==> src/rtl/err_trap_pkg.sv <==
package err_trap_pkg;
  localparam int NCLS   = 8;
  localparam int CLS_W  = 3;
  localparam int OP_W   = 3;
  localparam int DCHK_W = 9;
  localparam int TCHK_W = 4;

  // control field positions
  localparam int BIT_CE_EN   = 0;
  localparam int BIT_UE_EN   = 1;
  localparam int BIT_RSVD    = 2;
  localparam int BIT_FAST_EN = 3;
  localparam int DCHK_LSB    = 4;
  localparam int BIT_DFRC    = DCHK_LSB + DCHK_W;
  localparam int TCHK_LSB    = BIT_DFRC + 1;
  localparam int BIT_TFRC    = TCHK_LSB + TCHK_W;
  localparam int CTRL_W      = BIT_TFRC + 1;

  typedef enum logic [CLS_W-1:0] {
    CLS_CACHE_CE, CLS_CACHE_UE, CLS_BUS_DUE, CLS_BUS_TUE,
    CLS_BUS_TO,   CLS_BUS_ERR,  CLS_HW_CD,   CLS_HW_CT
  } err_cls_e;

  typedef enum logic [OP_W-1:0] {
    OP_FETCH, OP_LOAD, OP_ATOMIC, OP_MERGE,
    OP_WBACK, OP_COPYOUT, OP_IVEC, OP_BUSRD
  } err_op_e;

  typedef struct packed {
    logic disr;
    logic dacc;
    logic iacc;
    logic fast;
  } trap_req_t;
endpackage

==> src/rtl/err_classify.sv <==
module err_classify
  import err_trap_pkg::*;
(
  input  logic            valid_i,
  input  err_cls_e        cls_i,
  input  err_op_e         op_i,
  input  logic            en_fast_i,
  input  logic            en_ue_i,
  input  logic            en_ce_i,
  output trap_req_t       req_o,
  output logic [NCLS-1:0] set_o
);
  always_comb begin
    req_o = '0;
    set_o = '0;
    set_o[cls_i] = valid_i;
    if (valid_i) begin
      unique case (cls_i)
        CLS_CACHE_CE, CLS_CACHE_UE: begin
          // only local reads of the cache array trap
          if (en_fast_i && (op_i inside {OP_FETCH, OP_LOAD, OP_ATOMIC})) req_o.fast = 1'b1;
        end
        CLS_BUS_DUE, CLS_BUS_TUE, CLS_BUS_TO, CLS_BUS_ERR: begin
          if (en_ue_i) begin
            unique case (op_i)
              OP_FETCH:          req_o.iacc = 1'b1;
              OP_LOAD, OP_ATOMIC: req_o.dacc = 1'b1;
              default:           req_o.disr = 1'b1;
            endcase
          end
        end
        default: begin
          if (en_ce_i) req_o.disr = 1'b1;
        end
      endcase
    end
  end
endmodule

==> src/rtl/err_trap_arb.sv <==
module err_trap_arb
  import err_trap_pkg::*;
#(
  parameter int NUM_SRC = 2
) (
  input  logic                     clk_i,
  input  logic                     rst_ni,
  input  trap_req_t [NUM_SRC-1:0]  req_i,
  output trap_req_t                trap_o
);
  logic [3:0] any_w;
  trap_req_t  any_r;
  logic       precise_w, disr_want_w, pend_q;
  trap_req_t  trap_q;

  always_comb begin
    any_w = '0;
    for (int i = 0; i < NUM_SRC; i++) any_w = any_w | req_i[i];
  end

  assign any_r       = trap_req_t'(any_w);
  assign precise_w   = any_r.fast | any_r.iacc | any_r.dacc;
  assign disr_want_w = any_r.disr | pend_q;

  always_ff @(posedge clk_i or negedge rst_ni) begin
    if (!rst_ni) begin
      trap_q <= '0;
      pend_q <= 1'b0;
    end else begin
      trap_q.fast <= any_r.fast;
      trap_q.iacc <= any_r.iacc;
      trap_q.dacc <= any_r.dacc;
      trap_q.disr <= disr_want_w & ~precise_w;
      pend_q      <= disr_want_w & precise_w;
    end
  end

  assign trap_o = trap_q;
endmodule

==> src/rtl/err_status_reg.sv <==
module err_status_reg
  import err_trap_pkg::*;
(
  input  logic            clk_i,
  input  logic            rst_ni,
  input  logic [NCLS-1:0] set_i,
  input  logic [NCLS-1:0] w1c_i,
  output logic [NCLS-1:0] sts_o
);
  logic [NCLS-1:0] sts_q;

  // set has priority over clear
  always_ff @(posedge clk_i or negedge rst_ni) begin
    if (!rst_ni) sts_q <= '0;
    else         sts_q <= (sts_q & ~w1c_i) | set_i;
  end

  assign sts_o = sts_q;
endmodule

==> src/rtl/err_ctrl_reg.sv <==
module err_ctrl_reg
  import err_trap_pkg::*;
(
  input  logic              clk_i,
  input  logic              rst_ni,
  input  logic              we_i,
  input  logic [CTRL_W-1:0] wdata_i,
  input  logic [DCHK_W-1:0] data_chk_i,
  input  logic [TCHK_W-1:0] tag_chk_i,
  output logic [CTRL_W-1:0] ctrl_o,
  output logic              en_ce_o,
  output logic              en_ue_o,
  output logic              en_fast_o,
  output logic [DCHK_W-1:0] data_chk_o,
  output logic [TCHK_W-1:0] tag_chk_o
);
  localparam logic [CTRL_W-1:0] WMASK = ~(CTRL_W'(1) << BIT_RSVD);

  logic [CTRL_W-1:0] ctrl_q;

  always_ff @(posedge clk_i or negedge rst_ni) begin
    if (!rst_ni)   ctrl_q <= '0;
    else if (we_i) ctrl_q <= wdata_i & WMASK;
  end

  assign ctrl_o     = ctrl_q;
  assign en_ce_o    = ctrl_q[BIT_CE_EN];
  assign en_ue_o    = ctrl_q[BIT_UE_EN];
  assign en_fast_o  = ctrl_q[BIT_FAST_EN];
  assign data_chk_o = ctrl_q[BIT_DFRC] ? ctrl_q[DCHK_LSB +: DCHK_W] : data_chk_i;
  assign tag_chk_o  = ctrl_q[BIT_TFRC] ? ctrl_q[TCHK_LSB +: TCHK_W] : tag_chk_i;
endmodule

==> src/rtl/mem_err_trap_ctrl.sv <==
module mem_err_trap_ctrl
  import err_trap_pkg::*;
#(
  parameter int NUM_SRC = 2
) (
  input  logic                     clk_i,
  input  logic                     rst_ni,
  input  logic                     ctrl_we_i,
  input  logic [CTRL_W-1:0]        ctrl_wdata_i,
  output logic [CTRL_W-1:0]        ctrl_o,
  input  logic [NUM_SRC-1:0]       evt_valid_i,
  input  logic [NUM_SRC*CLS_W-1:0] evt_class_i,
  input  logic [NUM_SRC*OP_W-1:0]  evt_op_i,
  input  logic [NCLS-1:0]          sts_w1c_i,
  output logic [NCLS-1:0]          status_o,
  input  logic [DCHK_W-1:0]        data_chk_i,
  input  logic [TCHK_W-1:0]        tag_chk_i,
  output logic [DCHK_W-1:0]        data_chk_o,
  output logic [TCHK_W-1:0]        tag_chk_o,
  output logic                     trap_fast_o,
  output logic                     trap_iacc_o,
  output logic                     trap_dacc_o,
  output logic                     trap_disr_o
);
  logic en_ce, en_ue, en_fast;
  trap_req_t [NUM_SRC-1:0] req_w;
  logic [NUM_SRC-1:0][NCLS-1:0] set_w;
  logic [NCLS-1:0] set_any;
  trap_req_t trap_w;

  err_ctrl_reg i_ctrl (
    .clk_i      (clk_i),
    .rst_ni     (rst_ni),
    .we_i       (ctrl_we_i),
    .wdata_i    (ctrl_wdata_i),
    .data_chk_i (data_chk_i),
    .tag_chk_i  (tag_chk_i),
    .ctrl_o     (ctrl_o),
    .en_ce_o    (en_ce),
    .en_ue_o    (en_ue),
    .en_fast_o  (en_fast),
    .data_chk_o (data_chk_o),
    .tag_chk_o  (tag_chk_o)
  );

  for (genvar g = 0; g < NUM_SRC; g++) begin : g_src
    err_classify i_cls (
      .valid_i   (evt_valid_i[g]),
      .cls_i     (err_cls_e'(evt_class_i[g*CLS_W +: CLS_W])),
      .op_i      (err_op_e'(evt_op_i[g*OP_W +: OP_W])),
      .en_fast_i (en_fast),
      .en_ue_i   (en_ue),
      .en_ce_i   (en_ce),
      .req_o     (req_w[g]),
      .set_o     (set_w[g])
    );
  end

  always_comb begin
    set_any = '0;
    for (int i = 0; i < NUM_SRC; i++) set_any = set_any | set_w[i];
  end

  err_status_reg i_sts (
    .clk_i  (clk_i),
    .rst_ni (rst_ni),
    .set_i  (set_any),
    .w1c_i  (sts_w1c_i),
    .sts_o  (status_o)
  );

  err_trap_arb #(.NUM_SRC(NUM_SRC)) i_arb (
    .clk_i  (clk_i),
    .rst_ni (rst_ni),
    .req_i  (req_w),
    .trap_o (trap_w)
  );

  assign trap_fast_o = trap_w.fast;
  assign trap_iacc_o = trap_w.iacc;
  assign trap_dacc_o = trap_w.dacc;
  assign trap_disr_o = trap_w.disr;
endmodule

==> config.mk <==
export PLATFORM = sky130hd
export DESIGN_NAME = mem_err_trap_ctrl
export DESIGN_NICKNAME = d
export VERILOG_FILES = /design/src/rtl/err_trap_pkg.sv /design/src/rtl/err_classify.sv /design/src/rtl/err_trap_arb.sv /design/src/rtl/err_status_reg.sv /design/src/rtl/err_ctrl_reg.sv /design/src/rtl/mem_err_trap_ctrl.sv
export SDC_FILE = /design/constraint.sdc
export NUM_CORES = 1
export LEC_CHECK = 0
export ABC_CLOCK_PERIOD_IN_PS = 1350
export BUFFER_PORTS_ARGS = -buffer_cell sky130_fd_sc_hd__buf_2
export CAP_MARGIN = 15
export CELL_PAD_IN_SITES_DETAIL_PLACEMENT = 0
export CELL_PAD_IN_SITES_GLOBAL_PLACEMENT = 1
export CORE_UTILIZATION = 31
export DETAILED_ROUTE_END_ITERATION = 16
export GPL_TIMING_DRIVEN = 0
export PLACE_DENSITY = 0.8
export SYNTH_ARGS = -nofsm -noshare
export SYNTH_HDL_FRONTEND = slang
export SYNTH_SLANG_ARGS = --single-unit
==> constraint.sdc <==
create_clock -name clk_i -period 1.35 [get_ports clk_i]
set_clock_uncertainty 0.05 [all_clocks]
set_input_delay 0.2025 -clock clk_i [delete_from_list [all_inputs] [get_ports clk_i]]
set_output_delay 0.2025 -clock clk_i [all_outputs]
set_load 0.1 [all_outputs]
Yosys cells after proc, flatten, opt, wreduce, memory -nomap -nowiden
Index checks and enable logic that the tools add are counted.
{"block": "word_totals", "ff_bits": 31, "in_bits": 57}
{"block": "op_classes", "n_lt_le_gt_ge": 4, "eq_ne": 14, "n_mux": 25, "n_bitwise": 13, "n_reduce_logical": 18}
{"operator": "8-bit AND", "n": 3}
{"operator": "3-bit by 2-bit == test with 1-bit output (second input constant)", "n": 6}
{"operator": "8-bit OR", "n": 2}
{"operator": "1-bit 2-to-1 mux", "n": 13}
{"operator": "3-bit by 1-bit == test with 1-bit output (second input constant)", "n": 4}
{"operator": "3-bit == test (second input constant)", "n": 4}
{"operator": "3-bit zero test", "n": 4}
{"operator": "4-bit 2-to-1 mux", "n": 3}
{"operator": "9-bit 2-to-1 mux", "n": 1}
{"operator": "3-bit by 4-bit less-than comparator with 1-bit output (second input constant)", "n": 2}
{"operator": "8-bit NOT", "n": 1}
{"operator": "2-bit OR reduction", "n": 4}
{"operator": "4-bit OR reduction", "n": 2}
{"operator": "1-bit demux with 3-bit select", "n": 2}
{"operator": "3-bit by 1-bit >= comparator with 1-bit output (second input constant)", "n": 2}
{"operator": "3-bit 2-to-1 mux", "n": 2}
{"operator": "3-bit nonzero test", "n": 2}
{"operator": "3-bit OR reduction", "n": 2}
{"operator": "1-bit logical AND", "n": 4}
{"operator": "2-bit 2-to-1 mux", "n": 2}
{"operator": "4-bit OR", "n": 1}
{"operator": "1-bit case mux with 2 select lines", "n": 2}
{"operator": "1-bit OR", "n": 3}
{"operator": "1-bit AND", "n": 2}
{"operator": "1-bit NOT", "n": 1}

Depth between registers and ports, before layout
Gate-level depths: netlist of run 1.
{"block": "logic_depth", "depth_word": 11, "ltp_mapped": 6}

Hierarchy
Synthesis of run 1 repeated with hierarchy kept, for this count alone.
{"block": "unflattened", "cells_unflattened": 153, "area_unflattened_um2": 1826.8}
{"mod": "err_ctrl_reg", "n_inst": 1, "cells_per_inst": 57, "area_per_inst_um2": 907.1, "seq_area_each_um2": 450.4}
{"mod": "err_status_reg", "n_inst": 1, "cells_per_inst": 24, "area_per_inst_um2": 290.3, "seq_area_each_um2": 200.2}
{"mod": "err_classify (g_src[0].i_cls)", "n_inst": 1, "cells_per_inst": 25, "area_per_inst_um2": 200.2, "seq_area_each_um2": 0.0}
{"mod": "err_classify (g_src[1].i_cls)", "n_inst": 1, "cells_per_inst": 27, "area_per_inst_um2": 198.9, "seq_area_each_um2": 0.0}
{"mod": "err_trap_arb", "n_inst": 1, "cells_per_inst": 12, "area_per_inst_um2": 180.2, "seq_area_each_um2": 125.1}
{"mod": "mem_err_trap_ctrl", "n_inst": 1, "cells_per_inst": 8, "area_per_inst_um2": 50.0, "seq_area_each_um2": 0.0}

Least setup slack after synthesis of run 1
OpenSTA, ideal clock, no wires.
{"block": "synth_path", "kind": "reg2out", "from": "register i_ctrl.ctrl_q[13], in the netlist i_ctrl.ctrl_o[13]", "to": "output data_chk_o[0]", "arrival_ps": 1889, "required_time_ps": 1097, "path_slack_ps": -792, "path_stages_with_launch": 3, "n_path_buf": 1, "path_cell_list": "dfrtp_1 > clkbuf_1 > mux2_2"}
{"block": "synth_via", "elab_chain_cells": 1}
{"item": "start: declaration", "line": "err_ctrl_reg.sv:19", "text": "logic [CTRL_W-1:0] ctrl_q;"}
{"item": "start signal: assignment", "line": "err_ctrl_reg.sv:23", "text": "else if (we_i) ctrl_q <= wdata_i & WMASK;"}
{"item": "9-bit 2-to-1 mux", "line": "err_ctrl_reg.sv:30", "text": "assign data_chk_o = ctrl_q[BIT_DFRC] ? ctrl_q[DCHK_LSB +: DCHK_W] : data_chk_i;"}
{"item": "end: declaration", "line": "mem_err_trap_ctrl.sv:18", "text": "output logic [DCHK_W-1:0] data_chk_o,"}
Every way passes these cells.

Final worst setup path of run 1
{"block": "layout_path", "from": "register i_ctrl.ctrl_q[13], in the netlist i_ctrl.ctrl_o[13]", "to": "output data_chk_o[1]"}
The elaborated chain is that of the path after synthesis.

==> metrics.txt, run 1 <==
# TYPE chip_impl_metric gauge
chip_impl_info{name="run_status",value="complete, but fails checks"} 1
chip_impl_info{name="failed_checks",value="negative setup slack"} 1
chip_impl_metric{name="detail_route.wl_per_cell",unit="um"} 13.5
chip_impl_metric{name="finalWorstPathRequiredPeriod",unit="ns"} 1.68
chip_impl_metric{name="remaining_drc_errors",unit=""} 0
chip_impl_info{name="unrepaired_setup_endpoints_after_global_routing",value="yes"} 1
chip_impl_metric{name="grtUsageTotal",unit=""} 0.149
chip_impl_metric{name="cpPeakStageDelay",unit="ns"} 0.49
chip_impl_metric{name="worst-r2r-setup-slack",unit="ns"} 0.10
chip_impl_metric{name="worstHoldPathCells",unit=""} 2
chip_impl_metric{name="io_buffer_count",unit=""} 95
chip_impl_metric{name="worst-r2r-cell-count",unit=""} 4
chip_impl_info{name="setup.worst_path.start_class",value="flop"} 1
chip_impl_metric{name="synthAdderAreaFrac",unit=""} 0.0383
chip_impl_metric{name="path_max_fanout",unit=""} 5
chip_impl_metric{name="tightest_slew",unit="ns"} 0.695
chip_impl_metric{name="p_leak",unit="nW"} 1.31
chip_impl_metric{name="total_number_of_clock_tree_sinks",unit=""} 31
chip_impl_info{name="mostFrequentLayoutCell",value="sky130_fd_sc_hd__buf_2"} 1
chip_impl_metric{name="total_nets_after_synthesis",unit=""} 199
chip_impl_metric{name="muxShareOfSynthArea",unit=""} 0.207
chip_impl_metric{name="timing.final.crit_share",unit=""} 1.24
chip_impl_metric{name="drt-initial-drc-count",unit=""} 42
chip_impl_metric{name="synth_compound_gate_area_share",unit=""} 0.0867
chip_impl_metric{name="gp_congestion",unit=""} 0.765
chip_impl_info{name="cts-root-buf",value="sky130_fd_sc_hd__clkbuf_8"} 1
chip_impl_metric{name="place_worst_setup_slack",unit="ns"} -0.235
chip_impl_metric{name="power.share.switching",unit=""} 0.445
chip_impl_info{name="critical_path.reg2reg.endpoint",value="i_arb.trap_o[3]"} 1
chip_impl_info{name="commonest_cells_after_routing_fill_and_taps_aside",value="sky130_fd_sc_hd__buf_2, sky130_fd_sc_hd__mux2_2, sky130_fd_sc_hd__dfrtp_1"} 1
chip_impl_info{name="hp-start",value="sts_w1c_i[6]"} 1
chip_impl_info{name="cp_cell_sequence",value="clkbuf_16 > mux2_4 > buf_12"} 1
chip_impl_metric{name="floorplan_die_area",unit="um^2"} 5560
chip_impl_metric{name="core_region_area",unit="um^2"} 5070
chip_impl_metric{name="grt_antenna_before_repair",unit=""} 0
chip_impl_metric{name="grt_remaining_overflow",unit=""} 0
chip_impl_metric{name="setup_viol_count_final",unit=""} 14
chip_impl_info{name="dominant_combinational_cell_family_by_area_after_synthesis",value="multiplexers"} 1
chip_impl_metric{name="insertedDiodeCount",unit=""} 0
chip_impl_metric{name="final_core_utilization",unit=""} 0.532
chip_impl_metric{name="drt_pre_antenna_iters",unit=""} 4
chip_impl_metric{name="final_nets",unit=""} 303
chip_impl_metric{name="power_switching",unit="mW"} 1.64
chip_impl_metric{name="timing.max_slew.rel_slack",unit=""} 0.537
chip_impl_metric{name="setup_slack",unit="ns"} -0.326
chip_impl_metric{name="boundaryPins",unit=""} 101
chip_impl_metric{name="yosysWarningCount",unit=""} 0
chip_impl_metric{name="first_global_vias",unit=""} 1316
chip_impl_metric{name="clock_power_share",unit=""} 0.210
chip_impl_info{name="hold-path-endpoint",value="i_sts.sts_o[6]"} 1
chip_impl_info{name="hold_class",value="in -> reg"} 1
chip_impl_metric{name="place_hpwl",unit="um"} 3070
chip_impl_metric{name="cts-buffers-inserted",unit=""} 5
chip_impl_metric{name="grt_pass1_wl",unit="um"} 6130
chip_impl_metric{name="cp_data_arrival_time",unit="ns"} 1.42
chip_impl_metric{name="dpl-instance-area",unit="um^2"} 2300
chip_impl_metric{name="placement_rows",unit=""} 26
chip_impl_metric{name="internal_power",unit="mW"} 2.05
chip_impl_metric{name="die_width",unit="um"} 74.5
chip_impl_metric{name="post_route_cells_drive_above_1_share",unit=""} 0.682
chip_impl_metric{name="critPathRequiredTime",unit="ns"} 1.10
chip_impl_metric{name="later_pin_clock_latency_in_the_skew_report",unit="ns"} 0.27
chip_impl_metric{name="synth-seq-cells",unit=""} 31
chip_impl_metric{name="post_synth.cell_area_avg",unit="um^2"} 11.9
chip_impl_metric{name="fp.dieH",unit="um"} 74.5
chip_impl_metric{name="ctsHtreeMaxLevel",unit=""} 2
chip_impl_metric{name="synth_simple_gate_area_frac",unit=""} 0.120
chip_impl_info{name="tritoncts",value="yes"} 1
chip_impl_metric{name="post_synth_num_cell_types",unit=""} 35
chip_impl_metric{name="p_comb_frac",unit=""} 0.493
chip_impl_metric{name="synth-xor-area-share",unit=""} 0.0161
chip_impl_metric{name="pwr-share-seq",unit=""} 0.297
chip_impl_metric{name="report.final.slew_viol_count",unit=""} 0
chip_impl_metric{name="drt-total-wl",unit="um"} 4220
chip_impl_info{name="cp-end-kind",value="output pin"} 1
chip_impl_metric{name="drv_cap",unit=""} 0
chip_impl_metric{name="drt.antenna.violating_nets",unit=""} 0
chip_impl_metric{name="max-vdd-ir-drop",unit="mV"} 0.636
chip_impl_info{name="criticalPathCategory",value="reg -> out"} 1
chip_impl_metric{name="fmaxAchievable",unit="MHz"} 597
chip_impl_metric{name="synth_area",unit="um^2"} 1630
chip_impl_metric{name="final_cell_area",unit="um^2"} 2700
chip_impl_metric{name="grt_max_degree",unit=""} 32
chip_impl_metric{name="via_per_inst",unit=""} 4.65
chip_impl_info{name="r2r-start",value="i_ctrl.ctrl_o[1]"} 1
chip_impl_metric{name="synthCells",unit=""} 137
chip_impl_metric{name="yosysSeqAreaShare",unit=""} 0.475
chip_impl_metric{name="finalHoldViolations",unit=""} 0
chip_impl_metric{name="pwr_density_cell",unit="nW/um^2"} 1370
chip_impl_metric{name="area_growth",unit="%"} 65.4
chip_impl_metric{name="post_cts_buffers",unit=""} 0
chip_impl_metric{name="detailroute.via_count",unit=""} 1452
chip_impl_info{name="crit_path_top_delay_cell",value="sky130_fd_sc_hd__dfrtp_4"} 1
chip_impl_metric{name="cts_buffer_depth",unit=""} 2
chip_impl_metric{name="initial_core_util",unit=""} 0.321
chip_impl_metric{name="path_clk_slew",unit="ns"} 0.06
chip_impl_metric{name="n_fill_cell",unit=""} 456
chip_impl_metric{name="final.hold.worst_slack",unit="ns"} 0.0440
-- state kept, by name, summed over array words and instances (netlist names) --
name           cells
i_ctrl.ctrl_o     18
i_arb.pend_q       1
i_sts.sts_o        8
i_arb.trap_o       4
-- repair_timing --
| action | 4_1_cts | 5_1_grt |
|---|---|---|
| hold endpoints to repair | 31 | 0 |
| cloned | 1 | 0 |
| pin swaps | 0 | 2 |
| hold buffers | 1 | 0 |
| resized for setup | 59 | 19 |
| setup endpoints to repair | 21 | 32 |
-- stage by stage --
step,std cells,TNS (ns),power [mW]
detailed placement,302,-2.14,2.68
CTS,312,-3.88,3.69
global placement,302,-2.01,2.67
finish,312,-3.62,3.69
floorplan,137,-1.60,2.40
global route,312,-4.18,3.85
-- cells in the mapped netlist (all sizes together) --
cell type  count  share of area
clkbuf         1         0.0023
inv            7          0.016
or3            1         0.0038
conb           1         0.0023
a32oi          1         0.0054
a22oi          3          0.014
nand3         12          0.037
nand2b         5          0.021
o31ai          2         0.0092
ha             5          0.038
o21ai          5          0.015
a221o          1         0.0061
dfrtp         31           0.48
nand3b         1         0.0046
nand4          1         0.0038
nor2           1         0.0023
and3           1         0.0038
a2111oi        1         0.0054
nand2          3         0.0069
and2b          2         0.0092
mux2          30           0.21
o21a           1         0.0046
o32ai          1         0.0054
xnor2          3          0.016
nor4b          1         0.0092
a21oi          3          0.016
and2           1         0.0038
nor2b          2         0.0077
or4            1         0.0069
buf            8          0.036
o31a           1         0.0054
-- area by class of cell --
class                      count  area, um^2  area share
inverter                       7        26.3     0.00974
multi-input combinational     90         838       0.311
buffer                         9        83.8      0.0311
timing repair buffer          97         756       0.280
tap                           70        87.6      0.0325
clock buffer                   8         100      0.0371
sequential                    31         807       0.299
-- metal layers --
| layer | global-route usage | vias to the layer above | share of wire |
|---|---|---|---|
| li1 | - | 690 | - |
| met1 | 0.175 | 678 | 0.41 |
| met2 | 0.255 | 82 | 0.48 |
| met3 | 0.0556 | 2 | 0.11 |
| met4 | 0.0440 | 0 | 0.0021 |
| met5 | 0 | - | 0 |
-- critical path: cells and delay by family, from the launching register on --
kind / cells / cell delay (ns)
multiplexers: 1 / 0.32
buffers and inverters: 2 / 0.34
flip-flops: 1 / 0.49
-- power by group through the flow --
stage / clock [mW] / combinational [mW] / sequential [mW]
after floorplan: 0 / 0.746 / 1.65
after global placement: 0 / 1.56 / 1.11
after detailed placement: 0 / 1.57 / 1.11
after CTS: 0.814 / 1.78 / 1.09
after global routing: 0.864 / 1.88 / 1.11
final: 0.774 / 1.82 / 1.10
-- cell families (layout without fill, tap and decap cells) --
logic type / after synthesis / count (layout)
other cells: 1 / 1
buf+inv: 16 / 121
flops: 31 / 31
mux: 30 / 30
simple gates: 32 / 32
fa+ha+maj: 5 / 5
compound gates: 19 / 19
xor+xnor: 3 / 3
-- worst max path at each step --
stage | from | to | slack [ns] | cells after the start
finish | i_ctrl.ctrl_o[13] | data_chk_o[1] | -0.33 | 3
global route | i_ctrl.ctrl_o[13] | data_chk_o[1] | -0.37 | 3
global placement | evt_class_i[1] | i_arb.pend_q | -0.22 | 7
CTS | i_ctrl.ctrl_o[13] | data_chk_o[1] | -0.34 | 3
detailed placement | evt_class_i[1] | i_arb.pend_q | -0.24 | 7
floorplan | i_ctrl.ctrl_o[13] | data_chk_o[0] | -0.17 | 2
No activity file was read; power rests on OpenSTA's default activity.
==> run 2, diff against run 1 <==
CORE_UTILIZATION = 33   (was 31)
PLACE_DENSITY = 0.81   (was 0.8)
SYNTH_HIERARCHICAL = 1   (was unset)
==> metrics.txt, run 2 <==
# TYPE chip_impl_metric gauge
chip_impl_info{name="r2r-start",value="i_ctrl/ctrl_o[3]"} 1
chip_impl_metric{name="drt.antenna.violating_nets",unit=""} 0
chip_impl_metric{name="tightest_slew",unit="ns"} 0.695
chip_impl_metric{name="synth_enable_flop_cells",unit=""} 0
chip_impl_metric{name="first_global_vias",unit=""} 1614
chip_impl_metric{name="boundaryPins",unit=""} 101
chip_impl_metric{name="cp_num_cells",unit=""} 3
chip_impl_metric{name="worstHoldPathCells",unit=""} 2
chip_impl_metric{name="dp.cells",unit=""} 320
chip_impl_info{name="run_status",value="complete, but fails checks"} 1
chip_impl_metric{name="report.power.total",unit="mW"} 3.93
chip_impl_metric{name="setup_slack",unit="ns"} -0.316
chip_impl_metric{name="place_worst_setup_slack",unit="ns"} -0.334
chip_impl_metric{name="final.hold.worst_slack",unit="ns"} 0.104
chip_impl_metric{name="n_fill_cell",unit=""} 447
chip_impl_metric{name="synth-seq-cells",unit=""} 31
chip_impl_metric{name="total_number_of_clock_tree_sinks",unit=""} 31
chip_impl_metric{name="place_hpwl",unit="um"} 3370
chip_impl_metric{name="fmaxAchievable",unit="MHz"} 600
chip_impl_metric{name="pwr_density_cell",unit="nW/um^2"} 1330
chip_impl_info{name="synth_top_area_cell",value="sky130_fd_sc_hd__dfrtp_1"} 1
chip_impl_info{name="criticalPathCategory",value="reg -> out"} 1
chip_impl_metric{name="path_max_fanout",unit=""} 10
chip_impl_metric{name="p_leak",unit="nW"} 1.62
chip_impl_metric{name="remaining_drc_errors",unit=""} 0
chip_impl_info{name="critPathTopFamily",value="flip-flops"} 1
chip_impl_metric{name="detail_route.wl_per_cell",unit="um"} 13.6
chip_impl_metric{name="cts_buffer_depth",unit=""} 2
chip_impl_info{name="tritoncts",value="yes"} 1
chip_impl_info{name="commonest_cells_after_routing_fill_and_taps_aside",value="sky130_fd_sc_hd__buf_2, sky130_fd_sc_hd__mux2_4, sky130_fd_sc_hd__buf_12"} 1
chip_impl_metric{name="placement_rows",unit=""} 26
chip_impl_metric{name="timing.final.crit_share",unit=""} 1.23
chip_impl_metric{name="timing.max_slew.rel_slack",unit=""} 0.537
chip_impl_metric{name="max-vdd-ir-drop",unit="mV"} 0.541
chip_impl_metric{name="report.final.slew_viol_count",unit=""} 0
chip_impl_metric{name="finalWorstPathRequiredPeriod",unit="ns"} 1.67
chip_impl_metric{name="initial_core_util",unit=""} 0.351
chip_impl_info{name="crit_top_cell",value="sky130_fd_sc_hd__buf_12"} 1
chip_impl_metric{name="later_pin_clock_latency_in_the_skew_report",unit="ns"} 0.28
chip_impl_metric{name="critPathRequiredTime",unit="ns"} 1.10
chip_impl_metric{name="largest_register_ff_count",unit=""} 18
chip_impl_metric{name="fp.dieH",unit="um"} 76.4
chip_impl_metric{name="cts-buffers-inserted",unit=""} 5
chip_impl_metric{name="finalHoldViolations",unit=""} 0
chip_impl_metric{name="post_synth_num_cell_types",unit=""} 35
chip_impl_metric{name="grt_max_degree",unit=""} 32
chip_impl_info{name="cp-end-kind",value="output pin"} 1
chip_impl_metric{name="grt_antenna_before_repair",unit=""} 0
chip_impl_metric{name="grt_remaining_overflow",unit=""} 0
chip_impl_metric{name="ctsHtreeMaxLevel",unit=""} 2
chip_impl_metric{name="core_region_area",unit="um^2"} 5200
chip_impl_info{name="unrepaired_setup_endpoints_after_global_routing",value="yes"} 1
chip_impl_metric{name="cpPeakStageDelay",unit="ns"} 0.49
chip_impl_info{name="crit_start",value="i_ctrl/ctrl_o[13]"} 1
chip_impl_metric{name="io_buffer_count",unit=""} 97
chip_impl_metric{name="drt_pre_antenna_iters",unit=""} 4
chip_impl_info{name="hp-start",value="ctrl_wdata_i[12]"} 1
chip_impl_info{name="crit_path_top_delay_cell",value="sky130_fd_sc_hd__dfrtp_4"} 1
chip_impl_info{name="hold_class",value="in -> reg"} 1
chip_impl_metric{name="path_buf_inv",unit=""} 2
chip_impl_metric{name="path_clk_slew",unit="ns"} 0.07
chip_impl_info{name="count_leader_synth",value="sky130_fd_sc_hd__dfrtp_1"} 1
chip_impl_metric{name="yosys.area.top_type_share",unit=""} 0.425
chip_impl_metric{name="final_core_utilization",unit=""} 0.569
chip_impl_metric{name="cp_data_arrival_time",unit="ns"} 1.41
chip_impl_metric{name="synth_area",unit="um^2"} 1830
chip_impl_info{name="synth_area_leaders",value="sky130_fd_sc_hd__dfrtp_1, sky130_fd_sc_hd__mux2_2, sky130_fd_sc_hd__mux2_4"} 1
chip_impl_metric{name="final_nets",unit=""} 326
chip_impl_metric{name="layout.cells.non_filler",unit=""} 330
chip_impl_metric{name="insertedDiodeCount",unit=""} 0
chip_impl_metric{name="via_per_inst",unit=""} 4.66
chip_impl_metric{name="yosysWarningCount",unit=""} 6
chip_impl_metric{name="synthCells",unit=""} 153
chip_impl_metric{name="worst-r2r-cell-count",unit=""} 4
chip_impl_metric{name="gp_congestion",unit=""} 0.740
chip_impl_metric{name="area_growth",unit="%"} 62.0
chip_impl_info{name="setup.worst_path.start_class",value="flop"} 1
chip_impl_metric{name="drt-total-wl",unit="um"} 4500
chip_impl_metric{name="yosysSeqAreaShare",unit=""} 0.425
chip_impl_info{name="cts-root-buf",value="sky130_fd_sc_hd__clkbuf_8"} 1
chip_impl_info{name="failed_checks",value="negative setup slack"} 1
chip_impl_info{name="cp_cell_sequence",value="buf_12 > mux2_4 > buf_12"} 1
chip_impl_metric{name="total_nets_after_synthesis",unit=""} 220
chip_impl_info{name="mostFrequentLayoutCell",value="sky130_fd_sc_hd__buf_2"} 1
chip_impl_metric{name="async_reset_ff_frac",unit=""} 1.00
chip_impl_info{name="synth.cells.most_frequent",value="sky130_fd_sc_hd__dfrtp_1, sky130_fd_sc_hd__mux2_2, sky130_fd_sc_hd__inv_1"} 1
chip_impl_metric{name="detailroute.via_count",unit=""} 1539
chip_impl_info{name="ys.flop_type",value="sky130_fd_sc_hd__dfrtp_1"} 1
chip_impl_metric{name="post_synth.cell_area_avg",unit="um^2"} 11.9
chip_impl_metric{name="drv_cap",unit=""} 0
chip_impl_metric{name="floorplan_die_area",unit="um^2"} 5840
chip_impl_metric{name="drt-initial-drc-count",unit=""} 31
chip_impl_metric{name="grtUsageTotal",unit=""} 0.166
chip_impl_metric{name="grt_pass1_wl",unit="um"} 7590
chip_impl_metric{name="setup_viol_count_final",unit=""} 16
chip_impl_metric{name="post_route_cells_drive_above_1_share",unit=""} 0.685
chip_impl_metric{name="die_width",unit="um"} 76.4
-- run 2: cell count changes in the layout (fill, tap and decap cells not counted), sizes merged, moves of 6 or more --
cell and change:
and2 +7, nand3 -10, or2 +11, a21o +8
clkbuf -7, and3 +7, inv +6
-- run 2: timing repair --
item	CTS	global route
setup buffers	3	0
hold buffers	1	0
pin swaps	4	5
hold endpoints to repair	31	0
setup endpoints to repair	23	28
gates resized for setup	70	12
-- run 2: worst register-to-register path: stages (launching register included) --
cell and delay, ns:
sky130_fd_sc_hd__dfrtp_1 0.42, sky130_fd_sc_hd__nand2_1 0.09, sky130_fd_sc_hd__a211oi_1 0.06, sky130_fd_sc_hd__or4_4 0.55, sky130_fd_sc_hd__o21ba_1 0.18
-- run 2: worst paths after layout --
kind | end | slack [ns]
max | data_chk_o[5] | -0.32
max in group asynchronous | i_ctrl/ctrl_o[14] | 0.28
max reg2reg | i_arb/pend_q | -0.10
min in group asynchronous | i_ctrl/ctrl_o[7] | 0.46
min reg2reg | i_sts/sts_o[0] | 0.42
min | i_ctrl/ctrl_o[12] | 0.10
-- run 2: power by group --
group	total, mW	switching (mW)	internal (mW)
Sequential	1.10	0.0718	1.03
Clock	0.935	0.339	0.597
Combinational	1.89	1.29	0.603
-- run 2: final cells by class --
type | count | area [um^2] | area share
repair buffers | 101 | 792 | 0.268
plain buffers | 5 | 66.3 | 0.0224
clock inverters | 2 | 35.0 | 0.0118
multi-input cells | 102 | 1030 | 0.347
well taps | 70 | 87.6 | 0.0296
clock buffers | 6 | 82.6 | 0.0279
flip-flops and latches | 31 | 806 | 0.272
inverters | 13 | 63.8 | 0.0216
-- run 2: per-stage QoR --
step / TNS, ns / instance area, um^2
final: -3.75 / 2960
after global placement: -1.76 / 2540
after floorplan: -1.43 / 1970
after CTS: -4.00 / 2950
after global routing: -4.38 / 2960
after detailed placement: -1.83 / 2540
-- run 2: layer usage --
metal	GRT usage	up-vias	share of wire
li1	-	728	-
met1	0.188	733	0.42
met2	0.295	72	0.50
met3	0.0395	6	0.066
met4	0.0692	0	0.017
met5	0	-	0
-- run 2: cell families (layout without fill, tap and decap cells) --
group | after synthesis | after routing | share of synthesized area
simple gates | 44 | 44 | 0.161
flops | 31 | 31 | 0.425
fa+ha+maj | 10 | 10 | 0.0685
mux | 31 | 31 | 0.212
compound gates | 14 | 14 | 0.0596
xor+xnor | 2 | 2 | 0.00959
buf+inv | 20 | 127 | 0.0630
other cells | 1 | 1 | 0.00205
==> run 3, diff against run 2 <==
ABC_CLOCK_PERIOD_IN_PS = 1700   (was 1350)
clock period = 1.7 ns   (was 1.35 ns; I/O delays follow)
==> metrics.txt, run 3 (synthesis results as in run 2) <==
# TYPE chip_impl_metric gauge
chip_impl_metric{name="wl_met2",unit="um"} 1850
chip_impl_metric{name="power.share.switching",unit=""} 0.458
chip_impl_metric{name="drt-total-wl",unit="um"} 3960
chip_impl_metric{name="p_leak",unit="nW"} 1.51
chip_impl_metric{name="first_global_vias",unit=""} 1413
chip_impl_info{name="tritoncts",value="yes"} 1
chip_impl_metric{name="later_pin_clock_latency_in_the_skew_report",unit="ns"} 0.27
chip_impl_metric{name="ctsHtreeMaxLevel",unit=""} 2
chip_impl_metric{name="timing.final.crit_share",unit=""} 0.982
chip_impl_metric{name="gp_congestion",unit=""} 0.760
chip_impl_info{name="commonest_cells_after_routing_fill_and_taps_aside",value="sky130_fd_sc_hd__buf_2, sky130_fd_sc_hd__mux2_4, sky130_fd_sc_hd__dfrtp_1"} 1
chip_impl_metric{name="n_fill_cell",unit=""} 486
chip_impl_metric{name="met3WireLength",unit="um"} 310
chip_impl_metric{name="max-vdd-ir-drop",unit="mV"} 0.531
chip_impl_metric{name="initial_core_util",unit=""} 0.351
chip_impl_metric{name="setup_viol_count_final",unit=""} 0
chip_impl_metric{name="final_nets",unit=""} 323
chip_impl_metric{name="internal_power",unit="mW"} 1.53
chip_impl_metric{name="drt.antenna.violating_nets",unit=""} 0
chip_impl_info{name="hold_class",value="in -> async"} 1
chip_impl_metric{name="boundaryPins",unit=""} 101
chip_impl_metric{name="final_core_utilization",unit=""} 0.510
chip_impl_metric{name="met1_length",unit="um"} 1760
chip_impl_metric{name="detailroute.via_count",unit=""} 1453
chip_impl_metric{name="report.power.total",unit="mW"} 2.83
chip_impl_metric{name="drt-initial-drc-count",unit=""} 49
chip_impl_metric{name="drt_pre_antenna_iters",unit=""} 4
chip_impl_info{name="failed_checks",value="negative hold slack"} 1
chip_impl_metric{name="fp.dieH",unit="um"} 76.4
chip_impl_metric{name="die_width",unit="um"} 76.4
chip_impl_metric{name="post_cts_buffers",unit=""} 0
chip_impl_metric{name="report.final.slew_viol_count",unit=""} 0
chip_impl_info{name="unrepaired_setup_endpoints_after_global_routing",value="yes"} 1
chip_impl_metric{name="grt_max_degree",unit=""} 32
chip_impl_info{name="setup.worst_path.start_class",value="flop"} 1
chip_impl_metric{name="grtUsageTotal",unit=""} 0.139
chip_impl_metric{name="floorplan_die_area",unit="um^2"} 5840
chip_impl_info{name="cts-root-buf",value="sky130_fd_sc_hd__clkbuf_8"} 1
chip_impl_metric{name="grt_remaining_overflow",unit=""} 0
chip_impl_info{name="criticalPathCategory",value="reg -> out"} 1
chip_impl_metric{name="area_growth",unit="%"} 45.2
chip_impl_metric{name="place_hpwl",unit="um"} 3040
chip_impl_metric{name="fin_tns_setup",unit="ns"} 0
chip_impl_metric{name="path_max_fanout",unit=""} 11
chip_impl_info{name="mostFrequentLayoutCell",value="sky130_fd_sc_hd__buf_2"} 1
chip_impl_metric{name="cts_buffer_depth",unit=""} 2
chip_impl_metric{name="io_buffer_count",unit=""} 97
chip_impl_metric{name="setup_slack",unit="ns"} 0.0302
chip_impl_metric{name="core_region_area",unit="um^2"} 5200
chip_impl_metric{name="placement_rows",unit=""} 26
chip_impl_metric{name="grt_pass1_wl",unit="um"} 6450
chip_impl_metric{name="place_worst_setup_slack",unit="ns"} -0.0663
chip_impl_info{name="run_status",value="complete, but fails checks"} 1
chip_impl_metric{name="pwr-share-seq",unit=""} 0.309
chip_impl_metric{name="cts.hold.buffers_added",unit=""} 0
chip_impl_metric{name="worst-r2r-setup-slack",unit="ns"} 0.21
chip_impl_metric{name="fmaxAchievable",unit="MHz"} 599
chip_impl_metric{name="detail_route.wl_per_cell",unit="um"} 12.1
chip_impl_metric{name="cts-buffers-inserted",unit=""} 5
chip_impl_metric{name="drv_cap",unit=""} 0
chip_impl_metric{name="tightest_slew",unit="ns"} 0.691
chip_impl_metric{name="critPathRequiredTime",unit="ns"} 1.39
chip_impl_metric{name="clock_power_share",unit=""} 0.221
chip_impl_metric{name="via_per_inst",unit=""} 4.44
chip_impl_info{name="cp-end-kind",value="output pin"} 1
chip_impl_metric{name="grt_antenna_before_repair",unit=""} 0
chip_impl_metric{name="finalWorstPathRequiredPeriod",unit="ns"} 1.67
chip_impl_metric{name="largest_register_ff_count",unit=""} 18
chip_impl_metric{name="path_clk_slew",unit="ns"} 0.06
chip_impl_metric{name="p_comb_frac",unit=""} 0.470
chip_impl_metric{name="cp_data_arrival_time",unit="ns"} 1.36
chip_impl_metric{name="finalHoldViolations",unit=""} 31
chip_impl_info{name="highest-signal-layer",value="met4"} 1
chip_impl_metric{name="post_route_cells_drive_above_1_share",unit=""} 0.638
chip_impl_metric{name="remaining_drc_errors",unit=""} 0
chip_impl_metric{name="final.hold.worst_slack",unit="ns"} -0.0290
chip_impl_metric{name="total_number_of_clock_tree_sinks",unit=""} 31
chip_impl_metric{name="pwr_density_cell",unit="nW/um^2"} 1070
chip_impl_metric{name="insertedDiodeCount",unit=""} 0
chip_impl_metric{name="power_switching",unit="mW"} 1.29
chip_impl_metric{name="timing.max_slew.rel_slack",unit=""} 0.539
## run 3: cell types whose count changed in the layout (fill, tap and decap cells not counted), sizes merged
cell,delta
buf,+5
clkbuf,-5
bufinv,-1
clkinv,-1
dlygate4sd3,-1
## run 3: stage by stage
stage	cell area (um^2)	instances
2_1_floorplan	1880	153
3_3_place_gp	2450	320
3_5_place_dp	2450	320
4_1_cts	2600	327
5_1_grt	2650	327
6_report	2650	327
## run 3: layout make-up
type                            instances  area, um^2  area share
Tap cell                               70        87.6      0.0330
Buffer                                  6        61.3      0.0231
Multi-Input combinational cell        102         966       0.364
Clock buffer                            8         100      0.0377
Inverter                               13        48.8      0.0184
Sequential cell                        31         796       0.300
Timing Repair Buffer                   97         593       0.224
## run 3: power by group through the flow
stage | clock [mW] | sequential, mW | combinational, mW
floorplan | 0 | 1.31 | 0.600
global placement | 0 | 0.872 | 1.26
detailed placement | 0 | 0.874 | 1.26
CTS | 0.651 | 0.873 | 1.29
global route | 0.691 | 0.883 | 1.38
finish | 0.626 | 0.872 | 1.33
## run 3: worst max-delay path: stages, from the launching register on
cell	delay, ns
sky130_fd_sc_hd__dfrtp_4	0.54
sky130_fd_sc_hd__mux2_2	0.37
sky130_fd_sc_hd__buf_6	0.18
## run 3: metal layers
layer  track usage  vias to the layer above
met1         0.174                      658
met2         0.229                       65
met5             0                        -
met3        0.0407                        5
li1              -                      725
met4        0.0462                        0
## run 3: path summary, 6_finish.rpt
check	start	endpoint	cells past startpoint
min in group clk_i	ctrl_wdata_i[0]	i_ctrl/ctrl_o[0]	2
worst max register to register	i_ctrl/ctrl_o[1]	i_arb/pend_q	4
max in group asynchronous	rst_ni	i_ctrl/ctrl_o[13]	1
worst max-delay path	i_ctrl/ctrl_o[13]	data_chk_o[0]	2
worst min-delay path	rst_ni	i_arb/trap_o[2]	1
worst min register to register	i_sts/sts_o[7]	i_sts/sts_o[7]	1
## run 3: repair_timing
action / 4_1_cts / 5_1_grt
gates resized for setup: 19 / 13
pin swaps: 0 / 0
cloned: 0 / 0
endpoints found under the setup margin: 10 / 11
